--- config.mk ---
export PLATFORM = sky130hd
export DESIGN_NAME = rng_ctrl_top
export DESIGN_NICKNAME = d
export VERILOG_FILES = /design/src/rtl/rng_pkg.sv /design/src/rtl/rng_sequencer.sv /design/src/rtl/rng_lfsr_bank.sv /design/src/rtl/rng_ctrl_top.sv
export SDC_FILE = /design/constraint.sdc
export NUM_CORES = 1
export LEC_CHECK = 0
export BUFFER_PORTS_ARGS = -buffer_cell sky130_fd_sc_hd__buf_2
export CAP_MARGIN = 20
export CORE_ASPECT_RATIO = 0.9
export CORE_UTILIZATION = 45
export DETAILED_ROUTE_END_ITERATION = 6
export PLACE_DENSITY = 0.68
export SLEW_MARGIN = 25
export SYNTH_ARGS = -nofsm -noshare
export SYNTH_HDL_FRONTEND = slang
export SYNTH_SLANG_ARGS = --single-unit
--- constraint.sdc ---
create_clock -name clk -period 10.8 [get_ports clk]
set_input_delay 1.08 -clock clk [delete_from_list [all_inputs] [get_ports clk]]
set_output_delay 1.08 -clock clk [all_outputs]
set_load 0.005 [all_outputs]
--- src/rtl/rng_pkg.sv ---
// Package: shared register offsets, command codes and sequencer states
// for the random number generator controller. Assumes a byte-addressed
// 8-bit register window with 32-bit aligned registers.
package rng_pkg;
    localparam int unsigned REG_AW = 8;

    localparam logic [REG_AW-1:0] OFF_CTRL  = 8'h00;
    localparam logic [REG_AW-1:0] OFF_STAT  = 8'h04;
    localparam logic [REG_AW-1:0] OFF_MODE  = 8'h08;
    localparam logic [REG_AW-1:0] OFF_IE    = 8'h10;
    localparam logic [REG_AW-1:0] OFF_ISTAT = 8'h14;
    localparam logic [REG_AW-1:0] OFF_WORD0 = 8'h20;
    localparam logic [REG_AW-1:0] OFF_AUTO  = 8'h60;
    localparam logic [REG_AW-1:0] OFF_VER   = 8'hF0;

    localparam logic [31:0] VERSION_CODE = 32'h0000_46BC;

    localparam logic [1:0] CMD_NONE = 2'd0;
    localparam logic [1:0] CMD_GEN  = 2'd1;
    localparam logic [1:0] CMD_SEED = 2'd2;

    typedef enum logic [1:0] {
        SQ_IDLE = 2'd0,
        SQ_GEN  = 2'd1,
        SQ_SEED = 2'd2
    } seq_state_t;
endpackage

--- src/rtl/rng_sequencer.sv ---
// Module: rng_sequencer
// Runs one operation at a time: a generation of fixed length (full or
// half according to the latched width) or a reseed of SEED_CYCLES.
// Enters a reseed straight out of reset. Counts produced 16-byte units
// and chains an automatic reseed when the programmed limit is reached.
// Assumes cmd_valid is a single-cycle strobe. Commands that arrive while
// an operation runs are dropped.
module rng_sequencer #(
    parameter int unsigned GEN_CYCLES  = 1024,
    parameter int unsigned SEED_CYCLES = 64,
    parameter int unsigned UNIT_W      = 32
) (
    input  logic              clk,
    input  logic              rst_n,
    input  logic              cmd_valid,
    input  logic [1:0]        cmd_code,
    input  logic              wide_req,
    input  logic [UNIT_W-1:0] auto_limit,
    output logic              gen_busy,
    output logic              seed_busy,
    output logic              seeded,
    output logic              gen_wide,
    output logic              gen_done,
    output logic              seed_done
);
    import rng_pkg::*;

    localparam int unsigned MAX_CYC = (GEN_CYCLES > SEED_CYCLES) ? GEN_CYCLES : SEED_CYCLES;
    localparam int unsigned CNT_W   = $clog2(MAX_CYC) + 1;
    localparam logic [CNT_W-1:0] GEN_LAST_FULL = CNT_W'(GEN_CYCLES - 1);
    localparam logic [CNT_W-1:0] GEN_LAST_HALF = CNT_W'(GEN_CYCLES / 2 - 1);
    localparam logic [CNT_W-1:0] SEED_LAST     = CNT_W'(SEED_CYCLES - 1);

    seq_state_t        state_q;
    logic [CNT_W-1:0]  cnt_q;
    logic              wide_q;
    logic              seeded_q;
    logic [UNIT_W-1:0] units_q;
    logic [UNIT_W:0]   units_sum;
    logic              reseed_due;
    logic [CNT_W-1:0]  gen_last;

    // Last count of the running generation, chosen by the latched width.
    assign gen_last  = wide_q ? GEN_LAST_FULL : GEN_LAST_HALF;
    assign gen_done  = (state_q == SQ_GEN)  && (cnt_q == gen_last);
    assign seed_done = (state_q == SQ_SEED) && (cnt_q == SEED_LAST);

    // Unit total including the result that completes now.
    assign units_sum  = {1'b0, units_q} + (wide_q ? (UNIT_W+1)'(2) : (UNIT_W+1)'(1));
    assign reseed_due = (auto_limit != '0) && (units_sum >= {1'b0, auto_limit});

    // State, cycle counter, latched width, seeded flag and unit total.
    always_ff @(posedge clk) begin
        if (!rst_n) begin
            state_q  <= SQ_SEED;
            cnt_q    <= '0;
            wide_q   <= 1'b0;
            seeded_q <= 1'b0;
            units_q  <= '0;
        end else begin
            case (state_q)
                SQ_IDLE: begin
                    if (cmd_valid && (cmd_code == CMD_GEN)) begin
                        state_q <= SQ_GEN;
                        cnt_q   <= '0;
                        wide_q  <= wide_req;
                    end else if (cmd_valid && (cmd_code == CMD_SEED)) begin
                        state_q <= SQ_SEED;
                        cnt_q   <= '0;
                        units_q <= '0;
                    end
                end
                SQ_GEN: begin
                    if (gen_done) begin
                        cnt_q <= '0;
                        if (reseed_due) begin
                            state_q <= SQ_SEED;
                            units_q <= '0;
                        end else begin
                            state_q <= SQ_IDLE;
                            units_q <= (auto_limit == '0) ? '0 : units_sum[UNIT_W-1:0];
                        end
                    end else begin
                        cnt_q <= cnt_q + 1'b1;
                    end
                end
                SQ_SEED: begin
                    if (seed_done) begin
                        state_q  <= SQ_IDLE;
                        cnt_q    <= '0;
                        seeded_q <= 1'b1;
                    end else begin
                        cnt_q <= cnt_q + 1'b1;
                    end
                end
                default: state_q <= SQ_IDLE;
            endcase
        end
    end

    assign gen_busy  = (state_q == SQ_GEN);
    assign seed_busy = (state_q == SQ_SEED);
    assign seeded    = seeded_q;
    assign gen_wide  = wide_q;
endmodule

--- src/rtl/rng_lfsr_bank.sv ---
// Module: rng_lfsr_bank
// Deterministic stand-in for the entropy path. It holds one Galois LFSR
// state and unrolls NUM_WORDS successor states combinationally. Each
// reseed loads SEED_BASE xor the running reseed number. Each advance
// consumes all or half of the unrolled states.
// Assumes reseed and advance are never high in the same cycle.
module rng_lfsr_bank #(
    parameter int unsigned   NUM_WORDS = 8,
    parameter int unsigned   WORD_W    = 32,
    parameter logic [WORD_W-1:0] TAPS      = 32'h8020_0003,
    parameter logic [WORD_W-1:0] SEED_BASE = 32'h6A09_E667
) (
    input  logic                              clk,
    input  logic                              rst_n,
    input  logic                              reseed,
    input  logic                              advance,
    input  logic                              wide,
    output logic [NUM_WORDS-1:0][WORD_W-1:0]  words
);
    localparam int unsigned HALF = NUM_WORDS / 2;

    logic [WORD_W-1:0]                state_q;
    logic [WORD_W-1:0]                idx_q;
    logic [WORD_W-1:0]                idx_next;
    logic [NUM_WORDS:0][WORD_W-1:0]   chain;

    // One Galois step shifting toward bit 0.
    function automatic logic [WORD_W-1:0] step(input logic [WORD_W-1:0] s);
        step = (s >> 1) ^ (s[0] ? TAPS : '0);
    endfunction

    assign chain[0] = state_q;
    assign idx_next = idx_q + 1'b1;

    for (genvar i = 0; i < NUM_WORDS; i++) begin : g_chain
        // Successor i+1 of the held state, exposed as output word i.
        assign chain[i+1] = step(chain[i]);
        assign words[i]   = chain[i+1];
    end

    // Holds the LFSR state and the reseed number.
    always_ff @(posedge clk) begin
        if (!rst_n) begin
            state_q <= SEED_BASE;
            idx_q   <= '0;
        end else if (reseed) begin
            state_q <= SEED_BASE ^ idx_next;
            idx_q   <= idx_next;
        end else if (advance) begin
            state_q <= wide ? chain[NUM_WORDS] : chain[HALF];
        end
    end
endmodule

--- src/rtl/rng_ctrl_top.sv ---
// Module: rng_ctrl_top
// Register front end of the random number generator. It decodes a simple
// APB-style bus (write on psel & penable & pwrite, combinational read
// data), holds the control, mode, enable, flag and auto-reseed registers,
// captures result words at the end of each generation, and drives irq.
// Assumes one access per two-phase transfer and 32-bit aligned addresses.
module rng_ctrl_top #(
    parameter int unsigned NUM_WORDS   = 8,
    parameter int unsigned GEN_CYCLES  = 1024,
    parameter int unsigned SEED_CYCLES = 64,
    parameter logic [31:0] LFSR_TAPS   = 32'h8020_0003,
    parameter logic [31:0] SEED_BASE   = 32'h6A09_E667
) (
    input  logic        clk,
    input  logic        rst_n,
    input  logic        psel,
    input  logic        penable,
    input  logic        pwrite,
    input  logic [7:0]  paddr,
    input  logic [31:0] pwdata,
    output logic [31:0] prdata,
    output logic        irq
);
    import rng_pkg::*;

    localparam int unsigned WORD_W = 32;
    localparam int unsigned HALF   = NUM_WORDS / 2;
    localparam int unsigned IDX_W  = $clog2(NUM_WORDS);
    localparam logic [REG_AW-1:0] WIN_BYTES = REG_AW'(4 * NUM_WORDS);

    logic        wr_en;
    logic        cmd_valid;
    logic [1:0]  ctrl_q;
    logic        mode_wide_q;
    logic        ie_glb_q, ie_seed_q, ie_rdy_q;
    logic [1:0]  istat_q;
    logic [1:0]  istat_clr;
    logic [1:0]  istat_set;
    logic [31:0] auto_q;
    logic [NUM_WORDS-1:0][WORD_W-1:0] out_q;
    logic [NUM_WORDS-1:0][WORD_W-1:0] lfsr_words;

    logic gen_busy, seed_busy, seeded, gen_wide, gen_done, seed_done;

    logic [REG_AW-1:0] woff;
    logic              word_hit;

    assign wr_en     = psel && penable && pwrite;
    assign cmd_valid = wr_en && (paddr == OFF_CTRL);

    rng_sequencer #(
        .GEN_CYCLES (GEN_CYCLES),
        .SEED_CYCLES(SEED_CYCLES),
        .UNIT_W     (32)
    ) u_seq (
        .clk       (clk),
        .rst_n     (rst_n),
        .cmd_valid (cmd_valid),
        .cmd_code  (pwdata[1:0]),
        .wide_req  (mode_wide_q),
        .auto_limit(auto_q),
        .gen_busy  (gen_busy),
        .seed_busy (seed_busy),
        .seeded    (seeded),
        .gen_wide  (gen_wide),
        .gen_done  (gen_done),
        .seed_done (seed_done)
    );

    rng_lfsr_bank #(
        .NUM_WORDS(NUM_WORDS),
        .WORD_W   (WORD_W),
        .TAPS     (LFSR_TAPS),
        .SEED_BASE(SEED_BASE)
    ) u_lfsr (
        .clk    (clk),
        .rst_n  (rst_n),
        .reseed (seed_done),
        .advance(gen_done),
        .wide   (gen_wide),
        .words  (lfsr_words)
    );

    // Software-written configuration registers.
    always_ff @(posedge clk) begin
        if (!rst_n) begin
            ctrl_q      <= CMD_NONE;
            mode_wide_q <= 1'b0;
            ie_glb_q    <= 1'b0;
            ie_seed_q   <= 1'b0;
            ie_rdy_q    <= 1'b0;
            auto_q      <= '0;
        end else if (wr_en) begin
            case (paddr)
                OFF_CTRL: ctrl_q      <= pwdata[1:0];
                OFF_MODE: mode_wide_q <= pwdata[3];
                OFF_IE: begin
                    ie_glb_q  <= pwdata[31];
                    ie_seed_q <= pwdata[1];
                    ie_rdy_q  <= pwdata[0];
                end
                OFF_AUTO: auto_q <= pwdata;
                default: ;
            endcase
        end
    end

    // Flag set and write-one-to-clear sources; a set wins.
    assign istat_clr = (wr_en && (paddr == OFF_ISTAT)) ? pwdata[1:0] : 2'b00;
    assign istat_set = {seed_done, gen_done | seed_done};

    // Sticky interrupt flags.
    always_ff @(posedge clk) begin
        if (!rst_n) istat_q <= 2'b00;
        else        istat_q <= (istat_q & ~istat_clr) | istat_set;
    end

    for (genvar i = 0; i < NUM_WORDS; i++) begin : g_out
        // Result word i, captured when a generation completes.
        always_ff @(posedge clk) begin
            if (!rst_n)        out_q[i] <= '0;
            else if (gen_done) out_q[i] <= (gen_wide || (i < HALF)) ? lfsr_words[i] : '0;
        end
    end

    assign woff     = paddr - OFF_WORD0;
    assign word_hit = (paddr >= OFF_WORD0) && (woff < WIN_BYTES) && (paddr[1:0] == 2'b00);

    // Read data multiplexer.
    always_comb begin
        prdata = '0;
        case (paddr)
            OFF_CTRL:  prdata = {30'b0, ctrl_q};
            OFF_STAT:  prdata = {seed_busy, gen_busy, 20'b0, seeded, 9'b0};
            OFF_MODE:  prdata = {28'b0, mode_wide_q, 3'b0};
            OFF_IE:    prdata = {ie_glb_q, 29'b0, ie_seed_q, ie_rdy_q};
            OFF_ISTAT: prdata = {30'b0, istat_q};
            OFF_AUTO:  prdata = auto_q;
            OFF_VER:   prdata = VERSION_CODE;
            default:   if (word_hit) prdata = out_q[woff[IDX_W+1:2]];
        endcase
    end

    assign irq = ie_glb_q && ((ie_rdy_q && istat_q[0]) || (ie_seed_q && istat_q[1]));
endmodule

After elaboration in Yosys (flattened, before gate mapping)
Index checks and enable logic that the tools add are counted.
{"block": "word_totals", "out_inout_bits": 33, "register_bits": 407, "elab_cells": 131, "inputBits": 45}
{"block": "op_classes", "n_lt_le_gt_ge": 4, "n_eq_ne": 17, "n_addsub": 4, "bitwise_logic": 13, "muxes": 39, "reduce_logical": 32}
{"operator": "2-to-1 mux 32 bit", "count": 22}
{"operator": "bitwise XOR 31 x 32 -> 32 bit", "count": 8}
{"operator": "case mux 32 bit (7 select lines)", "count": 1}
{"operator": "binary-select mux 32 bit (select 3 bit)", "count": 1}
{"operator": "case mux 32 bit (2 select lines)", "count": 1}
{"operator": "2-to-1 mux 11 bit", "count": 4}
{"operator": "adder 32 x 33 -> 33 bit", "count": 1}
{"operator": ">= comparator 33 x 32 -> 1 bit", "count": 1}
{"operator": "case mux 11 bit (3 select lines)", "count": 1}
{"operator": "adder 32 x 1 -> 32 bit (second input constant)", "count": 1}
{"operator": "logical NOT 32 bit", "count": 1}
{"operator": "nonzero test 32 bit", "count": 1}
{"operator": "== test 8 x 5 -> 1 bit (second input constant)", "count": 2}
{"operator": "NOT 16 bit", "count": 1}
{"operator": "logical AND 1 bit", "count": 14}
{"operator": "2-to-1 mux 2 bit", "count": 7}
{"operator": "AND reduction 2 bit", "count": 7}
{"operator": "adder 11 x 1 -> 11 bit (second input constant)", "count": 1}
{"operator": "== test 11 bit", "count": 1}
{"operator": "== test 11 x 6 -> 1 bit (second input constant)", "count": 1}
{"operator": "2-to-1 mux 10 bit", "count": 1}
{"operator": "== test 8 x 3 -> 1 bit (second input constant)", "count": 1}
{"operator": "== test 8 x 4 -> 1 bit (second input constant)", "count": 1}
{"operator": "== test 8 x 7 -> 1 bit (second input constant)", "count": 1}
{"operator": "other kinds (22)", "count": 28}

Logic depth before layout (Yosys ltp)
Gate-level depths: netlist (run 1).
{"block": "logic_depth", "ltp_word": 19, "depth_mapped": 21, "ltp_nobuf": 17}

Modules after synthesis
Synthesis (run 1) repeated with hierarchy kept, for this count alone.
{"block": "hier_totals", "cells_unflattened": 2576, "hier_area_um2": 23366.2}
{"module": "rng_ctrl_top", "instances": 1, "seq_area_each_um2": 5925.7, "area_per_inst_um2": 13740.7, "cells_per_inst": 1369}
{"module": "rng_lfsr_bank", "instances": 1, "seq_area_each_um2": 1281.2, "area_per_inst_um2": 5749.3, "cells_per_inst": 718}
{"module": "rng_sequencer", "instances": 1, "seq_area_each_um2": 940.9, "area_per_inst_um2": 3876.2, "cells_per_inst": 489}

Least setup slack after synthesis (run 1)
OpenSTA, ideal clock, no wires.
{"block": "synth_timing", "kind": "reg2reg", "from": "reg u_seq.wide_q (netlist: u_seq.gen_wide)", "to": "reg u_seq.units_q[18]", "stages_incl_launch_ff": 22, "period_less_slack_ns": 4.388, "path_buffers": 4, "arrival_time_ns": 4.329, "setup_time_ns": 0.059, "slack_ns": 6.412, "required_ns": 10.741, "cell_sequence": "dfxtp_1 -> inv_1 -> clkbuf_1 -> ha_1 -> inv_1 -> fa_1 -> clkbuf_1 -> nor4_1 -> and2_1 -> nand4_1 -> and2_1 -> or2_2 -> ha_1 -> a21oi_1 -> o21ai_0 -> a211oi_1 -> o211ai_1 -> o211ai_1 -> buf_2 -> buf_1 -> o211ai_1 -> nand2_1"}
{"block": "synth_via", "elab_chain_len": 7, "elab_cells_between_ends": 13, "cone_classes": "add/sub: 1; order compare: 1; eq/ne: 2; mux: 6; reduce/logical: 3"}
{"element": "start: declaration", "line_no": "rng_sequencer.sv:36", "source": "logic wide_q;"}
{"element": "start signal: assignment", "line_no": "rng_sequencer.sv:66", "source": "wide_q <= wide_req;"}
{"element": "2-to-1 mux 2 bit", "line_no": "rng_sequencer.sv:49", "source": "assign units_sum = {1'b0, units_q} + (wide_q ? (UNIT_W+1)'(2) : (UNIT_W+1)'(1));"}
{"element": "adder 32 x 33 -> 33 bit", "line_no": "rng_sequencer.sv:49"}
{"element": ">= comparator 33 x 32 -> 1 bit", "line_no": "rng_sequencer.sv:50", "source": "assign reseed_due = (auto_limit != '0) && (units_sum >= {1'b0, auto_limit});"}
{"element": "logical AND 1 bit", "line_no": "rng_sequencer.sv:50"}
{"element": "2-to-1 mux 32 bit", "line_no": "rng_sequencer.sv:76", "source": "if (reseed_due) begin"}
{"element": "2-to-1 mux 32 bit", "line_no": "rng_sequencer.sv:74", "source": "if (gen_done) begin"}
{"element": "case mux 32 bit (2 select lines)", "line_no": "rng_sequencer.sv:61", "source": "case (state_q)"}
{"element": "end signal: assignment", "line_no": "rng_sequencer.sv:81", "source": "units_q <= (auto_limit == '0) ? '0 : units_sum[UNIT_W-1:0];"}
{"element": "end: declaration", "line_no": "rng_sequencer.sv:38", "source": "logic [UNIT_W-1:0] units_q;"}
Parallel ways exist; a longest one is shown, timed or not. The select of a mux whose other input is x is not followed.
A chain may end at the register's enable or synchronous reset.

Final worst setup path (run 1)
{"block": "layout_timing", "from": "in paddr[2]", "to": "out prdata[1]"}
{"block": "layout_via", "elab_chain_len": 6, "elab_cells_between_ends": 16, "cone_classes": "add/sub: 1; order compare: 2; eq/ne: 6; mux: 4; reduce/logical: 3"}
{"element": "start: declaration", "line_no": "rng_ctrl_top.sv:19", "source": "input logic [7:0] paddr,"}
{"element": "subtractor 8 x 6 -> 8 bit", "line_no": "rng_ctrl_top.sv:126", "source": "assign woff = paddr - OFF_WORD0;"}
{"element": "< comparator 8 x 6 -> 1 bit", "line_no": "rng_ctrl_top.sv:127", "source": "assign word_hit = (paddr >= OFF_WORD0) && (woff < WIN_BYTES) && (paddr[1:0] == 2'b00);"}
{"element": "logical AND 1 bit (2 in series)", "line_no": "rng_ctrl_top.sv:127"}
{"element": "2-to-1 mux 32 bit", "line_no": "rng_ctrl_top.sv:140", "source": "default: if (word_hit) prdata = out_q[woff[IDX_W+1:2]];"}
{"element": "case mux 32 bit (7 select lines) (*)", "line_no": "rng_ctrl_top.sv:132", "source": "case (paddr)"}
{"element": "end: declaration", "line_no": "rng_ctrl_top.sv:21", "source": "output logic [31:0] prdata,"}
Every way passes the cells marked *; elsewhere a longest branch is shown, timed or not. The select of a mux whose other input is x is not followed.

==> results of run 1 <==
[worst reg2reg max path, cell delays in order, from the launching register on]
cell and delay, ns:
dfxtp_2 0.31, inv_1 0.39, ha_1 0.26, inv_1 0.06, fa_1 0.50, nor4_1 0.56, and2_1 0.25, nand4_1 0.13
and2_1 0.19, or2_2 0.30, ha_1 0.29, a21oi_1 0.14, o21ai_0 0.14, a211oi_1 0.24, o211ai_1 0.15, o211ai_1 0.19
buf_4 0.35, a211oi_1 0.14, or3_1 0.35
[through the flow]
step / util [%] / power, W / worst slack [ns] / instance area (µm²) / hold slack [ns]
4_1_cts: 50.0 / 0.00187 / 5.55 / 14900 / 0.451
6_report: 50.1 / 0.00185 / 5.48 / 15000 / 0.452
3_3_place_gp: 47.1 / 0.000966 / 5.67 / 14100 / 0.437
2_1_floorplan: - / 0.000942 / 6.41 / 13700 / 0.428
5_1_grt: 50.1 / 0.00191 / 5.23 / 15000 / 0.459
3_5_place_dp: 47.1 / 0.000967 / 5.54 / 14100 / 0.441
[flip-flops by register name, indices dropped and copies added (netlist names), 2 cells and up]
register	flops
auto_q	32
ctrl_q	2
istat_q	2
out_q	82
u_lfsr.idx_q	32
u_lfsr.state_q	32
u_seq.cnt_q	11
u_seq.state_q	2
u_seq.units_q	32
[layout make-up]
type	count	area, µm²
repair buffers	89	479
flip-flops and latches	233	4670
inverters	50	190
fillers	2950	14900
diodes	1	2.50
clock inverters	9	138
well taps	403	504
multi-input cells	1303	8250
clock buffers	35	724
[cell families (layout without fill, tap and decap cells)]
group,count (synthesis),in the layout
DFF,233,233
muxes,89,89
adders and majority gates,41,41
other,0,1
xor gates and xnor gates,128,128
buffers and inverters,180,183
AOI/OAI and AO/OA,348,348
and+or+nand+nor,697,697
[power breakdown]
part           internal [W]  switching [W]  total (W)
clock network      0.000540       0.000365   0.000905
logic             0.0000274      0.0000556  0.0000830
registers          0.000862     0.00000295   0.000865
total               0.00143       0.000423    0.00185
[layer usage]
metal | part of all wire, % | routed length, µm
met2 | 46 | 17300
met1 | 46 | 17400
met4 | 2.9 | 1080
met3 | 5.1 | 1910
met5 | 0 | 0
[cells in the final DEF (no fill, tap or decap), drive strengths merged, types with 7 or more instances in the layout]
cell type,netlist,layout
nand2,318,318
dfxtp,233,233
a21oi,154,154
nor2,138,138
buf,40,89
nand3,87,87
xnor2,76,76
mux2i,66,66
o21ai,60,60
xor2,50,50
inv,48,49
a211oi,41,41
ha,40,40
nand4,38,38
clkbuf,90,35
o211ai,30,30
nor4,23,23
nor3,22,22
a22o,15,15
and3,14,14
and2,14,14
mux2,12,12
nor2b,11,11
mux4,11,11
or3,11,11
a22oi,7,7
[final timing paths]
kind	from	end	slack (ns)	cells past startpoint
setup / recovery	paddr[2]	prdata[1]	5.48	10
hold / removal	out_q[139]	out_q[139]	0.45	2
setup reg to reg	u_seq.gen_wide	u_seq.state_q[1]	5.74	18
hold reg to reg	out_q[139]	out_q[139]	0.45	2
==> flow_metrics.env, run 1 <==
export IMPL_status="completed"
export IMPL_tightest_slew_ns=0.902
export IMPL_cp_required_ns=9.72
export IMPL_synth_area_leader_cell="dfxtp_1"
export IMPL_initial_core_util_pct=45.7
export IMPL_power_density_nw_per_um2=124
export IMPL_synthTopCellsByArea="dfxtp_1 (34%), nand2_1 (8.7%), a21oi_1 (5.6%)"
export IMPL_grt_util_met3_pct=2.96
export IMPL_grt_overflow=0
export IMPL_stdcell_count=2123
export IMPL_path_clk_slew_ns=0.06
export IMPL_place_congestion=0.933
export IMPL_gr_usage_met1_pct=33.8
export IMPL_grt_antenna_before_repair=1
export IMPL_synth_compound_area_share_pct=15.8
export IMPL_synth_seq_cells=233
export IMPL_use_met2_pct=39.7
export IMPL_track_usage_pct=24.4
export IMPL_final_hold_violation_count=0
export IMPL_clk_latency_ns=0.54
export IMPL_drtPass1Iterations=5
export IMPL_drt_iter0_drc=924
export IMPL_skew_ns=0.0182
export IMPL_finalSetupViolations=0
export IMPL_yosysMostFrequentCell="nand2_1"
export IMPL_cts_hold_buf=0
export IMPL_synth_nets=1802
export IMPL_fin_crit_sh_pct=49.3
export IMPL_ant_nets=0
export IMPL_wirelength_um=37600
export IMPL_finalCriticalPeriod_ns=5.32
export IMPL_postSynthAreaPerCell_um2=7.96
export IMPL_via_per_inst=5.72
export IMPL_leakagePower_nw=5.42
export IMPL_setup_tns_ns=0
export IMPL_critPathSlowestCell="o21ai_0"
export IMPL_layout_nets=1789
export IMPL_cts_setup_buffers=0
export IMPL_grt_max_degree=101
export IMPL_core_region_area_um2=29900
export IMPL_cts_tree="built"
export IMPL_critical_path_startpoint_type="input pin"
export IMPL_cts_resized=0
export IMPL_synth_mux_area_share_pct=7.64
export IMPL_layout_drive_gt1_share_pct=11.4
export IMPL_grt_pass1_vias=11500
export IMPL_drv_slew=0
export IMPL_synthAdderAreaFrac_pct=3.81
export IMPL_synth_xor_area_share_pct=8.77
export IMPL_yosysWarnings=0
export IMPL_synthTopCellsByCount="nand2_1 (316), dfxtp_1 (233), a21oi_1 (154)"
export IMPL_hpwl_um=26700
export IMPL_path_max_fanout=42
export IMPL_htreeDepth=1
export IMPL_synth_top_family_by_area="simple AND/OR/NAND/NOR gates"
export IMPL_crit_buf_inv=4
export IMPL_synthFlopType="dfxtp_1"
export IMPL_io_buffers=77
export IMPL_ctsLongestPathBuffers=3
export IMPL_cp_top_family="simple AND/OR/NAND/NOR gates"
export IMPL_syn_to_final_growth_pct=9.56
export IMPL_via_count=12100
export IMPL_std_cell_rows=60
export IMPL_hp_class="flop to flop"
export IMPL_numCtsBuffers=26
export IMPL_grt_first_pass_wirelength_um=61100
export IMPL_synth_cell_types=74
export IMPL_clkSinkCount=233
export IMPL_seq_area_frac_synth_pct=34.2
export IMPL_synth_edf_count=0
export IMPL_netlist_instances=1716
export IMPL_cts_root_buf="clkbuf_16"
export IMPL_async_flop_share_pct=0
export IMPL_io_pins=78
export IMPL_cp_cell_sequence="buf_2, buf_4, nor4_4, and3_1, nor3b_4, buf_4, nor4_4, nand2b_1, o21ai_0, buf_2"
export IMPL_worstSetupPathType="input pin to output pin"
export IMPL_max_freq_mhz=188
export IMPL_netlist_area_um2=13700
export IMPL_critPathCaptureType="output pin"
export IMPL_drc_errors=0
export IMPL_wl_per_cell_um=17.7
export IMPL_worst_endpoint_arrival_ns=4.24
export IMPL_rsz0062_at_grt="no"
export IMPL_peakVddDrop_v=0.000112
export IMPL_cap_violations=0
export IMPL_synth_top_area_share_pct=34.2
export IMPL_gr_max_usage_layer="met2"
export IMPL_dieHeight_um=167
export IMPL_place_inst=2078
export IMPL_maxSlewHeadroom_pct=39.9
export IMPL_die_w_um=186
export IMPL_synthSimpleGateAreaFrac_pct=24.3
export IMPL_die_area_um2=31000
export IMPL_slowest_delay_ns=0.61
Power figures use the tool's default switching activity.
==> inputs of run 2 (changes only) <==
Settings changed: PLACE_DENSITY 0.68 to 0.7.
Clock period 10.8 ns to 4.6 ns, I/O delays scaled along.
==> run 2 against run 1 <==
Against the previous run:
- final cell count increased by 0.24%
- hold slack got worse by 0.29 ns
- combinational power rose by 130%
- critical endpoint is now u_seq.state_q[1]
- highest routed layer unchanged
==> flow_metrics.env, run 2 (synthesis results as in run 1) <==
export IMPL_power_density_nw_per_um2=290
export IMPL_final_hold_violation_count=0
export IMPL_io_pins=78
export IMPL_worst_endpoint_arrival_ns=4.70
export IMPL_initial_core_util_pct=45.7
export IMPL_reg2reg_from="u_seq.gen_wide"
export IMPL_whs_path_depth=3
export IMPL_setup_tns_ns=0
export IMPL_drtPass1Iterations=5
export IMPL_cap_violations=0
export IMPL_via_per_inst=5.73
export IMPL_peakVddDrop_v=0.000270
export IMPL_worstSetupPathType="flop to flop"
export IMPL_die_w_um=186
export IMPL_wl_per_cell_um=17.4
export IMPL_critical_path_startpoint_type="flop"
export IMPL_drc_errors=0
export IMPL_layout_commonest_cell="nand2_1"
export IMPL_slowest_delay_ns=0.53
export IMPL_top_register="out_q"
export IMPL_critPathCaptureType="flop"
export IMPL_cp_num_cells=18
export IMPL_cts_root_buf="clkbuf_16"
export IMPL_clk_latency_ns=0.54
export IMPL_grt_overflow=0
export IMPL_drt_iter0_drc=1083
export IMPL_cp_startpoint="u_seq.gen_wide"
export IMPL_ctsLongestPathBuffers=3
export IMPL_largest_reg_flops=82
export IMPL_cts_tree="built"
export IMPL_tightest_slew_ns=0.977
export IMPL_wirelength_um=37100
export IMPL_grt_first_pass_wirelength_um=60000
export IMPL_grt_antenna_before_repair=1
export IMPL_htreeDepth=1
export IMPL_cts_setup_buffers=0
export IMPL_leakagePower_nw=5.48
export IMPL_hp_class="input pin to flop"
export IMPL_finish_utilization_pct=50.3
export IMPL_grt_pass1_vias=11400
export IMPL_maxSlewHeadroom_pct=34.8
export IMPL_die_area_um2=31000
export IMPL_finalCriticalPeriod_ns=4.29
export IMPL_drv_slew=0
export IMPL_numCtsBuffers=25
export IMPL_cp_required_ns=5.01
export IMPL_finalSetupViolations=0
export IMPL_track_usage_pct=23.9
export IMPL_hpwl_um=26500
export IMPL_io_buffers=77
export IMPL_path_max_fanout=18
export IMPL_fin_crit_sh_pct=93.3
export IMPL_skew_ns=0.0163
export IMPL_grt_max_degree=77
export IMPL_r2r_cells=18
export IMPL_crit_buf_inv=3
export IMPL_syn_to_final_growth_pct=10.1
export IMPL_place_congestion=0.962
export IMPL_std_cell_rows=60
export IMPL_core_region_area_um2=29900
export IMPL_path_clk_slew_ns=0.06
export IMPL_max_freq_mhz=233
export IMPL_diodes=0
export IMPL_dieHeight_um=167
export IMPL_fin_hold_ws_ns=0.161
export IMPL_cp_cell_sequence="inv_1, ha_1, inv_1, fa_1, nor4_4, and2_1, nand4_1, and2_1, or2_2, ha_1, a21oi_1, o21ai_0, a211oi_1, o211ai_1, o211ai_1, buf_4, a211oi_1, or3_1"
export IMPL_layout_drive_gt1_share_pct=11.9
export IMPL_status="completed"
export IMPL_cp_top_family="simple AND/OR/NAND/NOR gates"
export IMPL_final_cell_mix="nand2_1 (315), dfxtp_1 (232), a21oi_1 (154)"
export IMPL_ant_nets=0
export IMPL_clkSinkCount=233
export IMPL_hold_start="pwdata[16]"
export IMPL_layout_nets=1794
export IMPL_via_count=12200
export IMPL_critPathSlowestCell="fa_1"
==> run 2: report_power, final <==
part | total, W | internal (W) | switching, W
Combinational | 0.000195 | 0.0000651 | 0.000130
Clock | 0.00213 | 0.00129 | 0.000844
Sequential | 0.00203 | 0.00202 | 0.00000684
==> run 2: routing by layer <==
metal	wire [µm]	part of all wire, %	global-route usage (%)	up-vias
li1	-	-	-	5964
met1	17400	47	33.7	5871
met2	16900	46	38.1	311
met3	1970	5.3	3.52	54
met4	852	2.3	5.88	0
met5	0	0	0	-
==> run 2: worst register-to-register path: cells and delay by family (launching register included) <==
kind,cells,cell delay (ns)
compound gates,6,0.87
fa+ha+maj,3,1.01
buf+inv,3,0.43
flops,1,0.33
simple gates,6,1.56
==> run 2: metrics by stage <==
step           worst slack, ns  area [µm²]  power (W)  instances
6_report                 0.309       15000    0.00436       2128
3_3_place_gp             0.277       14100    0.00227       2084
4_1_cts                  0.136       15000    0.00438       2128
2_1_floorplan            0.212       13700    0.00221       1716
3_5_place_dp             0.172       14100    0.00227       2084
5_1_grt               -0.00705       15000    0.00449       2128
==> run 2: what timing repair did <==
action                                  CTS  global route
endpoints found under the setup margin    0            25
resized for setup                         0             2
hold buffers                              0             0
==> run 2: area by class of cell <==
type                    count  area (µm²)
clock buffers              36         747
flip-flops and latches    233        4670
fillers                  2908       14900
inverters                  50         190
multi-input cells        1303        8270
well taps                 403         504
repair buffers             95         533
clock inverters             8         119
==> run 2: worst paths after layout <==
check	end	slack, ns
max	u_seq.state_q[1]	0.31
min	auto_q[16]	0.16
max reg2reg	u_seq.state_q[1]	0.31
min reg2reg	out_q[130]	0.45
==> inputs of run 3 (changes only) <==
==> constraint.sdc (replaced) <==
create_clock -name clk -period 4.6 [get_ports clk]
set_input_delay 1.15 -clock clk [delete_from_list [all_inputs] [get_ports clk]]
set_output_delay 1.15 -clock clk [all_outputs]
set_load 0.005 [all_outputs]
==> run 3 against run 2 <==
Against the previous run:
- critical path type is now input pin to output pin
- sequential power about the same
- largest cell class unchanged
- sequential share of layout area shrank 0.15 points
- first-iteration DRC count increased by 2.8%
- global-route usage up 0.23 points
- setup slack got worse by 0.048 ns
==> flow_metrics.env, run 3 (synthesis results as in run 1) <==
export IMPL_wirelength_um=38000
export IMPL_largest_reg_flops=82
export IMPL_io_buffers=77
export IMPL_die_area_um2=31000
export IMPL_tightest_slew_ns=0.885
export IMPL_grt_overflow=0
export IMPL_cp_top_family="simple AND/OR/NAND/NOR gates"
export IMPL_die_w_um=186
export IMPL_cts_resized=0
export IMPL_critPathCaptureType="output pin"
export IMPL_top_register="out_q"
export IMPL_whs_path_depth=2
export IMPL_slowest_delay_ns=0.43
export IMPL_cp_cell_sequence="buf_2, nor4_4, and3_1, nor3b_4, nor4_4, nand2b_1, buf_4, o21ai_0, buf_2"
export IMPL_layout_nets=1804
export IMPL_path_clk_slew_ns=0.05
export IMPL_ant_nets=0
export IMPL_grt_first_pass_wirelength_um=60400
export IMPL_routed_top_layer="met4"
export IMPL_cts_root_buf="clkbuf_16"
export IMPL_initial_core_util_pct=45.7
export IMPL_via_per_inst=5.75
export IMPL_r2r_cells=15
export IMPL_cp_num_cells=9
export IMPL_cts_tree="built"
export IMPL_wl_met1_um=17800
export IMPL_fin_crit_sh_pct=94.3
export IMPL_dieHeight_um=167
export IMPL_status="completed"
export IMPL_layout_commonest_cell="nand2_1"
export IMPL_finalSetupViolations=0
export IMPL_peakVddDrop_v=0.000291
export IMPL_power_density_nw_per_um2=286
export IMPL_grt_max_degree=143
export IMPL_final_cell_mix="nand2_1 (315), dfxtp_1 (232), a21oi_1 (154)"
export IMPL_setup_tns_ns=0
export IMPL_critPathSlowestCell="nor4_4"
export IMPL_place_ws_ns=0.264
export IMPL_route_met3_wl_um=1980
export IMPL_track_usage_pct=24.1
export IMPL_cp_required_ns=3.45
export IMPL_clkSinkCount=233
export IMPL_layout_drive_gt1_share_pct=12.1
export IMPL_wl_met2_um=17300
export IMPL_finalCriticalPeriod_ns=4.34
export IMPL_grt_pass1_vias=11400
export IMPL_cts_hold_buf=0
export IMPL_path_max_fanout=24
export IMPL_cap_violations=0
export IMPL_worst_endpoint_arrival_ns=3.19
export IMPL_leakagePower_nw=5.49
export IMPL_drv_slew=0
export IMPL_place_congestion=0.964
export IMPL_max_freq_mhz=231
export IMPL_skew_ns=0.0212
export IMPL_via_count=12300
export IMPL_critical_path_startpoint_type="input pin"
export IMPL_clk_latency_ns=0.56
export IMPL_maxSlewHeadroom_pct=41.0
export IMPL_wl_per_cell_um=17.7
export IMPL_drtPass1Iterations=5
export IMPL_drc_errors=0
export IMPL_core_region_area_um2=29900
export IMPL_worstSetupPathType="input pin to output pin"
export IMPL_syn_to_final_growth_pct=10.6
export IMPL_hpwl_um=26900
export IMPL_num_fill_cells=2963
export IMPL_hp_class="flop to flop"
export IMPL_io_pins=78
export IMPL_crit_buf_inv=3
export IMPL_htreeDepth=1
export IMPL_grt_antenna_before_repair=0
export IMPL_drt_iter0_drc=1113
export IMPL_ctsLongestPathBuffers=3
export IMPL_std_cell_rows=60
export IMPL_layout_setup_ws_ns=0.262
export IMPL_numCtsBuffers=26
export IMPL_final_hold_violation_count=0
[run 3: cell count changes in the layout (fill, tap and decap cells not counted), sizes merged]
cell,previous run,this run
inv,49,48
clkinv,6,9
diode,0,1
buf,95,104
clkbuf,36,35
clkinvlp,0,3
bufinv,3,2
[run 3: layer usage]
| metal | track usage [%] | up-vias |
|---|---|---|
| met4 | 6.70 | 0 |
| met2 | 38.2 | 334 |
| li1 | - | 5978 |
| met1 | 34.6 | 5928 |
| met5 | 0 | - |
| met3 | 2.54 | 62 |
[run 3: power breakdown]
part	internal [W]	leakage, nW	total (W)	switching (W)
clock	0.00119	0.407	0.00208	0.000885
combinational	0.0000695	3.21	0.000203	0.000134
sequential	0.00202	1.88	0.00203	0.00000708
[run 3: worst paths after layout]
kind,startpoint,end,slack (ns)
worst min register to register,out_q[156],out_q[156],0.45
worst min-delay path,out_q[156],out_q[156],0.45
worst max-delay path,paddr[2],prdata[31],0.26
worst max register to register,u_seq.gen_wide,u_seq.units_q[5],0.36
[run 3: cell type report]
class,count,area (µm²),share of cell area (%)
Sequential cell,233,4670,30.9
Tap cell,403,504,3.34
Antenna cell,1,2.50,0.0166
Inverter,50,190,1.26
Timing Repair Buffer,104,638,4.23
Multi-Input combinational cell,1303,8250,54.7
Clock inverter,12,143,0.945
Clock buffer,35,704,4.66
[run 3: what timing repair did]
item                                    in CTS  in global routing
hold endpoints to repair                     0                  0
buffers inserted                             0                  1
endpoints found under the setup margin       0                 31
[run 3: worst min-delay path, stage by stage (launching register included)]
cell	delay [ns]
dfxtp_1	0.30
nand2_1	0.05
a21oi_1	0.05
[run 3: through the flow]
step	power, W	hold slack, ns	std cells	utilization (%)	instance area (µm²)
floorplan	0.00221	0.428	1716	-	13700
global placement	0.00227	0.435	2092	47.7	14200
detailed placement	0.00228	0.443	2092	47.7	14200
CTS	0.00433	0.451	2139	50.5	15100
global route	0.00443	0.465	2140	50.5	15100
finish	0.00431	0.450	2141	50.5	15100
